$ cat src/rtl/rxbuf_pkg.sv
`timescale 1ns/1ps
package rxbuf_pkg;

  // Per-cycle operation on the store, decoded from accepted push and pop.
  typedef enum logic [1:0] {
    OP_IDLE = 2'b00,
    OP_POP  = 2'b01,
    OP_PUSH = 2'b10,
    OP_BOTH = 2'b11
  } fifo_op_e;

endpackage

$ cat src/rtl/rxbuf_ctrl.sv
`timescale 1ns/1ps
module rxbuf_ctrl
  import rxbuf_pkg::*;
#(
  parameter int DEPTH = 4,
  parameter int PTR_W = 2,
  parameter int CNT_W = 3
) (
  input  logic             clk,
  input  logic             rst,
  input  logic             en,
  input  logic             rx_valid,
  input  logic             rd_stb,
  output logic             wr_en,
  output logic [PTR_W-1:0] wr_addr,
  output logic [PTR_W-1:0] rd_addr_nxt,
  output logic             head_bypass,
  output logic             drop,
  output logic [CNT_W-1:0] fill,
  output logic [CNT_W-1:0] fill_nxt
);

  localparam logic [CNT_W-1:0] FULL_CNT = CNT_W'(DEPTH);
  localparam logic [PTR_W-1:0] LAST_PTR = PTR_W'(DEPTH - 1);

  logic [CNT_W-1:0] cnt_q;
  logic [PTR_W-1:0] wr_q, rd_q, wr_nxt, rd_nxt;
  logic             full, empty, do_pop, do_push;
  fifo_op_e         op;

  function automatic logic [PTR_W-1:0] ptr_inc(input logic [PTR_W-1:0] p);
    return (p == LAST_PTR) ? '0 : p + 1'b1;
  endfunction

  assign full    = (cnt_q == FULL_CNT);
  assign empty   = (cnt_q == '0);
  assign do_pop  = en && rd_stb && !empty;
  assign do_push = en && rx_valid && (!full || do_pop);
  assign drop    = en && rx_valid && full && !do_pop;
  assign op      = fifo_op_e'({do_push, do_pop});

  always_comb begin
    wr_nxt   = wr_q;
    rd_nxt   = rd_q;
    fill_nxt = cnt_q;
    if (!en) begin
      wr_nxt   = '0;
      rd_nxt   = '0;
      fill_nxt = '0;
    end else begin
      case (op)
        OP_PUSH: begin
          wr_nxt   = ptr_inc(wr_q);
          fill_nxt = cnt_q + 1'b1;
        end
        OP_POP: begin
          rd_nxt   = ptr_inc(rd_q);
          fill_nxt = cnt_q - 1'b1;
        end
        OP_BOTH: begin
          wr_nxt = ptr_inc(wr_q);
          rd_nxt = ptr_inc(rd_q);
        end
        default: ;
      endcase
    end
  end

  always_ff @(posedge clk) begin
    if (rst) begin
      cnt_q <= '0;
      wr_q  <= '0;
      rd_q  <= '0;
    end else begin
      cnt_q <= fill_nxt;
      wr_q  <= wr_nxt;
      rd_q  <= rd_nxt;
    end
  end

  // The slot being written becomes the head only when the store is empty after the pop.
  assign head_bypass = do_push && (wr_q == rd_nxt);
  assign wr_en       = do_push;
  assign wr_addr     = wr_q;
  assign rd_addr_nxt = rd_nxt;
  assign fill        = cnt_q;

  // count never exceeds the number of slots
  a_r2_count_bound: assert property (@(posedge clk) disable iff (rst)
    cnt_q <= FULL_CNT);

  // a lone accepted byte raises the count by one
  a_r2_push_inc: assert property (@(posedge clk) disable iff (rst)
    (en && rx_valid && !rd_stb && cnt_q < FULL_CNT) |=> cnt_q == $past(cnt_q) + 1'b1);

  // a lone read of a non-empty store lowers the count by one
  a_r3_pop_dec: assert property (@(posedge clk) disable iff (rst)
    (en && rd_stb && !rx_valid && cnt_q != '0) |=> cnt_q == $past(cnt_q) - 1'b1);

  // byte in plus byte out leaves the count alone
  a_r8_both_hold: assert property (@(posedge clk) disable iff (rst)
    (en && rd_stb && rx_valid && cnt_q != '0) |=> cnt_q == $past(cnt_q));

  // disable flushes the store
  a_r9_flush: assert property (@(posedge clk) disable iff (rst)
    !en |=> cnt_q == '0);

endmodule

$ cat src/rtl/rxbuf_store.sv
`timescale 1ns/1ps
module rxbuf_store #(
  parameter int DATA_W = 8,
  parameter int DEPTH  = 4,
  parameter int PTR_W  = 2
) (
  input  logic              clk,
  input  logic              rst,
  input  logic              wr_en,
  input  logic [PTR_W-1:0]  wr_addr,
  input  logic [DATA_W-1:0] wr_data,
  input  logic [PTR_W-1:0]  rd_addr_nxt,
  input  logic              head_bypass,
  output logic [DATA_W-1:0] rd_data
);

  logic [DATA_W-1:0] mem [DEPTH];

  // Write port: no reset so the array maps onto RAM.
  always_ff @(posedge clk) begin
    if (wr_en) mem[wr_addr] <= wr_data;
  end

  // Registered read of the next head, with write-through for a byte landing in an empty store.
  always_ff @(posedge clk) begin
    if (rst)              rd_data <= '0;
    else if (head_bypass) rd_data <= wr_data;
    else                  rd_data <= mem[rd_addr_nxt];
  end

  // write-through only happens together with a write to the same slot
  a_r3_bypass_write: assert property (@(posedge clk) disable iff (rst)
    head_bypass |-> (wr_en && wr_addr == rd_addr_nxt));

endmodule

$ cat src/rtl/rxbuf_flags.sv
`timescale 1ns/1ps
module rxbuf_flags #(
  parameter int DEPTH = 4,
  parameter int CNT_W = 3,
  parameter int LVL_W = 2
) (
  input  logic             clk,
  input  logic             rst,
  input  logic [CNT_W-1:0] fill,
  input  logic [CNT_W-1:0] fill_nxt,
  input  logic [LVL_W-1:0] lvl_sel,
  input  logic             drop,
  input  logic             ovr_clr,
  output logic             thr_irq,
  output logic             ovr_flag
);

  localparam int CMP_W = (CNT_W > LVL_W + 1) ? CNT_W : LVL_W + 1;
  localparam logic [CNT_W-1:0] FULL_CNT = CNT_W'(DEPTH);

  logic [CMP_W-1:0] level;

  assign level = CMP_W'(lvl_sel) + 1'b1;

  always_ff @(posedge clk) begin
    if (rst) begin
      thr_irq  <= 1'b0;
      ovr_flag <= 1'b0;
    end else begin
      thr_irq <= (CMP_W'(fill_nxt) >= level);
      if (drop)         ovr_flag <= 1'b1;
      else if (ovr_clr) ovr_flag <= 1'b0;
    end
  end

  // request matches the held count against the level sampled one edge earlier
  a_r4_irq_level: assert property (@(posedge clk) disable iff (rst)
    thr_irq == (CMP_W'(fill) >= CMP_W'($past(lvl_sel)) + 1'b1));

  // a dropped byte always leaves the flag set
  a_r6_drop_sets: assert property (@(posedge clk) disable iff (rst)
    drop |=> ovr_flag);

  // a drop can only occur while the store is full
  a_r6_drop_full: assert property (@(posedge clk) disable iff (rst)
    drop |-> fill == FULL_CNT);

  // flag is sticky without a clear strobe
  a_r7_sticky: assert property (@(posedge clk) disable iff (rst)
    (ovr_flag && !ovr_clr) |=> ovr_flag);

endmodule

$ cat src/rtl/uart_rx_fifo_thr.sv
`timescale 1ns/1ps
module uart_rx_fifo_thr #(
  parameter int DATA_W = 8,
  parameter int DEPTH  = 4,
  parameter int LVL_W  = 2,
  parameter int CNT_W  = $clog2(DEPTH + 1)
) (
  input  logic              clk,
  input  logic              rst,
  input  logic              en,
  input  logic              rx_valid,
  input  logic [DATA_W-1:0] rx_data,
  input  logic              rd_stb,
  input  logic [LVL_W-1:0]  lvl_sel,
  input  logic              ovr_clr,
  output logic [DATA_W-1:0] rd_data,
  output logic [CNT_W-1:0]  fill_cnt,
  output logic              thr_irq,
  output logic              ovr_flag
);

  localparam int PTR_W = (DEPTH > 1) ? $clog2(DEPTH) : 1;

  logic             wr_en, head_bypass, drop;
  logic [PTR_W-1:0] wr_addr, rd_addr_nxt;
  logic [CNT_W-1:0] fill_nxt;

  rxbuf_ctrl #(.DEPTH(DEPTH), .PTR_W(PTR_W), .CNT_W(CNT_W)) u_ctrl (
    .clk        (clk),
    .rst        (rst),
    .en         (en),
    .rx_valid   (rx_valid),
    .rd_stb     (rd_stb),
    .wr_en      (wr_en),
    .wr_addr    (wr_addr),
    .rd_addr_nxt(rd_addr_nxt),
    .head_bypass(head_bypass),
    .drop       (drop),
    .fill       (fill_cnt),
    .fill_nxt   (fill_nxt)
  );

  rxbuf_store #(.DATA_W(DATA_W), .DEPTH(DEPTH), .PTR_W(PTR_W)) u_store (
    .clk        (clk),
    .rst        (rst),
    .wr_en      (wr_en),
    .wr_addr    (wr_addr),
    .wr_data    (rx_data),
    .rd_addr_nxt(rd_addr_nxt),
    .head_bypass(head_bypass),
    .rd_data    (rd_data)
  );

  rxbuf_flags #(.DEPTH(DEPTH), .CNT_W(CNT_W), .LVL_W(LVL_W)) u_flags (
    .clk     (clk),
    .rst     (rst),
    .fill    (fill_cnt),
    .fill_nxt(fill_nxt),
    .lvl_sel (lvl_sel),
    .drop    (drop),
    .ovr_clr (ovr_clr),
    .thr_irq (thr_irq),
    .ovr_flag(ovr_flag)
  );

  // disable also withdraws the request
  a_r9_irq_off: assert property (@(posedge clk) disable iff (rst)
    !en |=> !thr_irq);

  // a full store that reads and receives together keeps the flag unchanged
  a_r8_full_swap: assert property (@(posedge clk) disable iff (rst)
    (en && rx_valid && rd_stb && !ovr_clr && fill_cnt == CNT_W'(DEPTH))
      |=> (fill_cnt == CNT_W'(DEPTH) && ovr_flag == $past(ovr_flag)));

endmodule

$ cat config.mk
export PLATFORM = sky130hd
export DESIGN_NAME = uart_rx_fifo_thr
export DESIGN_NICKNAME = d
export VERILOG_FILES = /design/src/rtl/rxbuf_pkg.sv /design/src/rtl/rxbuf_ctrl.sv /design/src/rtl/rxbuf_store.sv /design/src/rtl/rxbuf_flags.sv /design/src/rtl/uart_rx_fifo_thr.sv
export SDC_FILE = /design/constraint.sdc
export NUM_CORES = 1
export LEC_CHECK = 0
export BUFFER_PORTS_ARGS = -buffer_cell sky130_fd_sc_hd__buf_2
export CAP_MARGIN = 0
export CORE_AREA = 2 2 82 84
export CTS_CLUSTER_SIZE = 25
export DETAILED_ROUTE_END_ITERATION = 16
export DIE_AREA = 0 0 84 86
export GPL_TIMING_DRIVEN = 1
export PLACE_DENSITY = 0.49
export SYNTH_ARGS = -nofsm -noshare
export SYNTH_HDL_FRONTEND = slang
export SYNTH_SLANG_ARGS = --single-unit
$ cat constraint.sdc
create_clock -name clk -period 6.25 [get_ports clk]
set_input_delay 1.5625 -clock clk [delete_from_list [all_inputs] [get_ports clk]]
set_output_delay 1.5625 -clock clk [all_outputs]
set_load 0.02 [all_outputs]
# == Word level (Yosys, flattened, before mapping) ==
# Memories as Yosys holds them, arrays and structs flattened. A register that Yosys moved wholly into a read port is not among the register bits.
# Cells that the tools add are included.
# totals
memories,1
inputBits,16
ram_bits,32
ff_bits,9
out_inout_bits,13
wordCells,44
# op_classes
n_eq_ne,6
addsub,5
order_cmp,1
mux,10
reduce_logical,15
n_bitwise,1
# mem_list
memory,words,word_bits,read_ports,rd_ports_with_merged_regs,write_ports,line_no,rtl
u_store.mem,4,8,1,1,1,rxbuf_store.sv:17,logic [DATA_W-1:0] mem [DEPTH];
# ops
cell,count
"== test 2 bit, second input constant",4
2-to-1 mux 2 bit,4
logical AND 1 bit,6
case mux 3 bit (2 select lines),1
OR reduction 2 bit,3
"adder 2 x 1 -> 2 bit, second input constant",2
2-to-1 mux 1 bit,4
"adder 2 x 1 -> 3 bit, second input constant",1
"adder 3 x 1 -> 3 bit, second input constant",1
"== test 3 bit, second input constant",1
greater-or-equal comparator 3 bit,1
logical NOT 1 bit,3
logical NOT 3 bit,1
2-to-1 mux 3 bit,1
"subtractor 3 x 1 -> 3 bit, second input constant",1
"== test 2 x 1 -> 1 bit, second input constant",1
nonzero test 2 bit,1
logical OR 1 bit,1
inverter 1 bit,1

# == Longest topological paths before layout ==
# depth
word_depth,9
depth_mapped,11
depth_no_buf,11

# == Cells and area by module ==
# From an unflattened synthesis, not the netlist that was laid out.
# unflattened
cells_unflattened,165
hier_area_um2,2239.6
# modules_own_cells
mod,n_inst,area_each_um2,cells_per_inst,seq_area_each_um2
rxbuf_store,1,1503.9,84,1121.1
rxbuf_ctrl,1,595.6,64,140.1
rxbuf_flags,1,140.1,17,40.0

# == Worst setup path after synthesis ==
# Ideal clock, no wire load.
# synth_timing
path_kind,in2reg
startpoint,in rd_stb
endpoint,reg u_flags.thr_irq
required_time_ns,6.136
path_buffers,1
path_slack_ns,2.768
setup_time_ns,0.114
arrival_time_ns,3.369
path_stages,10
path_cell_list,or4b_1 nor2b_1 buf_6 a21oi_1 mux2i_1 nor2b_1 ha_1 a21o_1 a21oi_1 nor2_1
# synth_between
elab_chain_len,8
word_cells_on_any_way,9
cone_classes,order compare (1); eq/ne (2); mux (2); reduce/logical (4)
# synth_lines
item,line_no,rtl
from (decl),uart_rx_fifo_thr.sv:13,"input logic rd_stb,"
logical AND 1 bit * (2 in a row),rxbuf_ctrl.sv:37,assign do_pop = en && rd_stb && !empty;
logical OR 1 bit,rxbuf_ctrl.sv:38,assign do_push = en && rx_valid && (!full || do_pop);
logical AND 1 bit,rxbuf_ctrl.sv:38,
== test 2 x 1 -> 1 bit / == test 2 bit (equally long branches),rxbuf_ctrl.sv:51,case (op)
case mux 3 bit (2 select lines) *,rxbuf_ctrl.sv:51,
2-to-1 mux 3 bit *,rxbuf_ctrl.sv:46,if (!en) begin
via fill_nxt[1],uart_rx_fifo_thr.sv:26,logic [CNT_W-1:0] fill_nxt;
greater-or-equal comparator 3 bit *,rxbuf_flags.sv:30,thr_irq <= (CMP_W'(fill_nxt) >= level);
to (signal assigned),rxbuf_flags.sv:30,
to (decl),rxbuf_flags.sv:14,"output logic thr_irq,"
# Mark *: on every way through the listed nets, which the timed path passes. The rest lies on a longest branch.
# A chain may end at the register's enable or synchronous reset.

# == Final worst setup path ==
# Ends and elaborated chain as after synthesis.

==> impl_metrics.csv <==
group,metric,value,unit
setup_path,r2r_end,"u_flags.thr_irq",
sta,max_slew.worst_pin.slew,0.888,ns
global_routing,grt_pass1_vias,1418,
place,pre_cts_ws,2.46,ns
sta,finalWorstSetupSlack,2.76,ns
synthesis,syn_area_per_cell,13.7,µm²
cts,max-clock-path-buffers,2,
sta,finalCriticalPeriod,3.49,ns
pwr,power_leakage,0.991,nW
place,dp_cells,259,
place,gp_congestion,0.792,
cts,cts-root-buf,"clkbuf_8",
cts,cts-buffers-inserted,5,
finish,final_common_cell,"edfxtp_1",
finish,nNetsFinal,215,
synthesis,ys_seq_elements,49,
global_routing,grt_max_degree,16,
finish,diodes,0,
routing,viasPerCell,5.06,
pwr,p_per_area,243,nW/µm²
cts,cts_tree,"built",
setup_path,r2r-start,"u_ctrl.fill[0]",
floorplanning,die_area,7220,µm²
cts,ctsResizeCount,0,
global_routing,grt_remaining_overflow,0,
pwr,ir_worst_vdd,0.0000825,V
setup_path,path_cells,"buf_2 > or4b_1 > nor2b_1 > a21oi_1 > mux2i_1 > nor2b_1 > ha_1 > a21o_1 > a21oi_1 > nor2_1",
finish,final_cell_mix,"edfxtp_1, buf_2, dfxtp_1",
sta,rsz0062_at_grt,"false",
cts,htree_levels,2,
routing,routed_wl,4.35,mm
finish,finish.utilization,0.390,
setup_path,cp.required,6.44,ns
floorplanning,num_rows,29,
setup_path,startpoint_type,"primary input",
setup_path,cp_num_cells,10,
sta,fmax,0.286,GHz
cts,hold_buffers,0,
job,maxCapViolCount,0,
setup_path,cp_top_family,"simple AND/OR/NAND/NOR gates",
routing,top_layer_used,"met4",
setup_path,critPathKind,"in -> reg",
sta,setup_viol,0,
cts,postCtsSetupBuffers,0,
setup_path,r2r_cells,11,
synthesis,syn_nets,184,
place,post-dp-hpwl,2.89,mm
sta,slew_violations,0,
routing,drtPass1Iterations,4,
synthesis,synth_seq_area_share,0.603,
sta,setup_tns,0,ns
routing,drt-initial-drc-count,77,
sta,skew,0.00749,ns
setup_path,cp_num_buf_inv,1,
run_status,status,"finished clean",
synthesis,yosys_warnings,0,
routing,routed-wl-met3,221,µm
global_routing,grt.total_usage,0.129,
setup_path,cp-startpoint,"rd_stb",
synthesis,synthCells,158,
floorplanning,io_pins,29,
floorplanning,core,6280,µm²
setup_path,crit_path_max_incr_delay,0.52,ns
finish,final_cells,267,
synthesis,ys_types,34,
sta,fin_crit_sh,0.559,
routing,route.vias.total,1351,
setup_path,r2r_setup_slack,3.62,ns
routing,wl_per_cell,16.3,µm
synthesis,syn_area,2160,µm²
sta,final-hold-violation-count,0,
min_path,hold_class,"reg -> reg",
routing,wl_met1,1.93,mm
setup_path,endpoint_kind,"register",
global_routing,grt_pass1_wl,7.06,mm
finish,syn_to_final_growth,13.4,%
routing,wl_met2,2.13,mm
cts,path_clk_slew,0.08,ns
routing,ant_nets,0,
setup_path,cp_slowest_cell,"or4b_1",
setup_path,crit_path_end,"u_flags.thr_irq",
cts,worstSkewPairLatency,0.30,ns
routing,drc,0,
setup_path,crit_arrival,3.69,ns
cts,clock-sinks,49,
floorplanning,die_y,86,µm
sta,hold_ws,0.494,ns
floorplanning,die_w,84,µm
sta,slew_headroom,0.408,
finish,fill_cells,610,
finish,layout-drive-gt1-share,0.216,
place,port_buffers,28,
floorplanning,initial_core_util,0.344,
global_routing,antenna_found_initial,0,
setup_path,crit_path_max_fanout,10,
[cells in the mapped netlist]
master,n,area (µm²)
and2_1,5,31.3
and3b_1,1,8.76
o22a_1,8,70.1
dfxtp_1,17,340
xor2_1,2,17.5
nand2_1,11,41.3
nor3_1,1,5.00
a41oi_1,1,8.76
xnor2_2,1,16.3
o31ai_4,1,21.3
buf_6,3,33.8
buf_1,1,3.75
edfxtp_1,32,961
nand2b_1,2,12.5
a31oi_1,1,6.26
and4b_1,1,10.0
a31oi_2,1,12.5
xnor2_1,1,8.76
nand3_1,1,5.00
o21ai_0,1,5.00
a32o_1,8,80.1
nor4_1,1,6.26
nor2_1,12,45.0
or4b_1,1,10.0
a21oi_1,4,20.0
ha_1,10,125
clkbuf_1,1,3.75
mux2i_1,14,140
a21o_1,1,7.51
o31ai_1,1,7.51
o311ai_2,1,16.3
inv_1,7,26.3
xnor2_4,1,27.5
nor2b_1,4,25.0
[tightest hold or removal path, stage by stage (launching register included)]
cell and delay (ns):
dfxtp_1 0.33, a21oi_1 0.06, nor2_1 0.07
[registers in the layout (all words and copies together) (netlist names)]
name,cells
u_ctrl.fill,3
u_ctrl.rd_q,2
u_ctrl.wr_addr,2
u_flags.ovr_flag,1
u_flags.thr_irq,1
u_store.mem,32
u_store.rd_data,8
[through the flow]
step,power (W),area (µm²)
floorplan,0.000399,2160
global placement,0.000416,2360
detailed placement,0.000419,2360
CTS,0.000606,2450
global route,0.000624,2450
finish,0.000596,2450
[area by class of cell]
class / instances / area, µm² / area share
Multi-Input combinational cell: 97 / 791 / 0.323
Tap cell: 77 / 96.3 / 0.0393
Inverter: 7 / 26.3 / 0.0107
Sequential cell: 49 / 1300 / 0.531
Clock buffer: 6 / 72.6 / 0.0296
Timing Repair Buffer: 29 / 148 / 0.0603
Clock inverter: 2 / 13.8 / 0.00562
[worst min path at each step]
stage                             end  cells past startpoint         startpoint  slack (ns)
finish               u_flags.ovr_flag                      2   u_flags.ovr_flag        0.49
global route         u_flags.ovr_flag                      2   u_flags.ovr_flag        0.55
CTS                  u_flags.ovr_flag                      2   u_flags.ovr_flag        0.50
detailed placement   u_flags.ovr_flag                      2   u_flags.ovr_flag        0.48
global placement     u_flags.ovr_flag                      2   u_flags.ovr_flag        0.47
floorplan           u_ctrl.wr_addr[1]                      2  u_ctrl.wr_addr[1]        0.51
[logic make-up after synthesis]
group,Yosys count,synth area share
XOR/XNOR,5,0.0325
adder cells (fa/ha/maj),10,0.0579
flip-flops,49,0.603
AND/OR/NAND/NOR,40,0.0927
buffers and inverters,12,0.0313
AO/OA/AOI/OAI,28,0.118
multiplexers,14,0.0649
[power by group]
part / switching [W] / internal (W)
clock: 0.000105 / 0.0000799
combinational: 0.0000326 / 0.0000219
sequential: 0.00000330 / 0.000353
[metal layers]
metal / vias up / GRT usage
met4: 0 / 0.0528
met2: 29 / 0.215
li1: 653 / -
met3: 7 / 0.0356
met5: - / 0
met1: 662 / 0.159
Power figures use the tool's default switching activity.
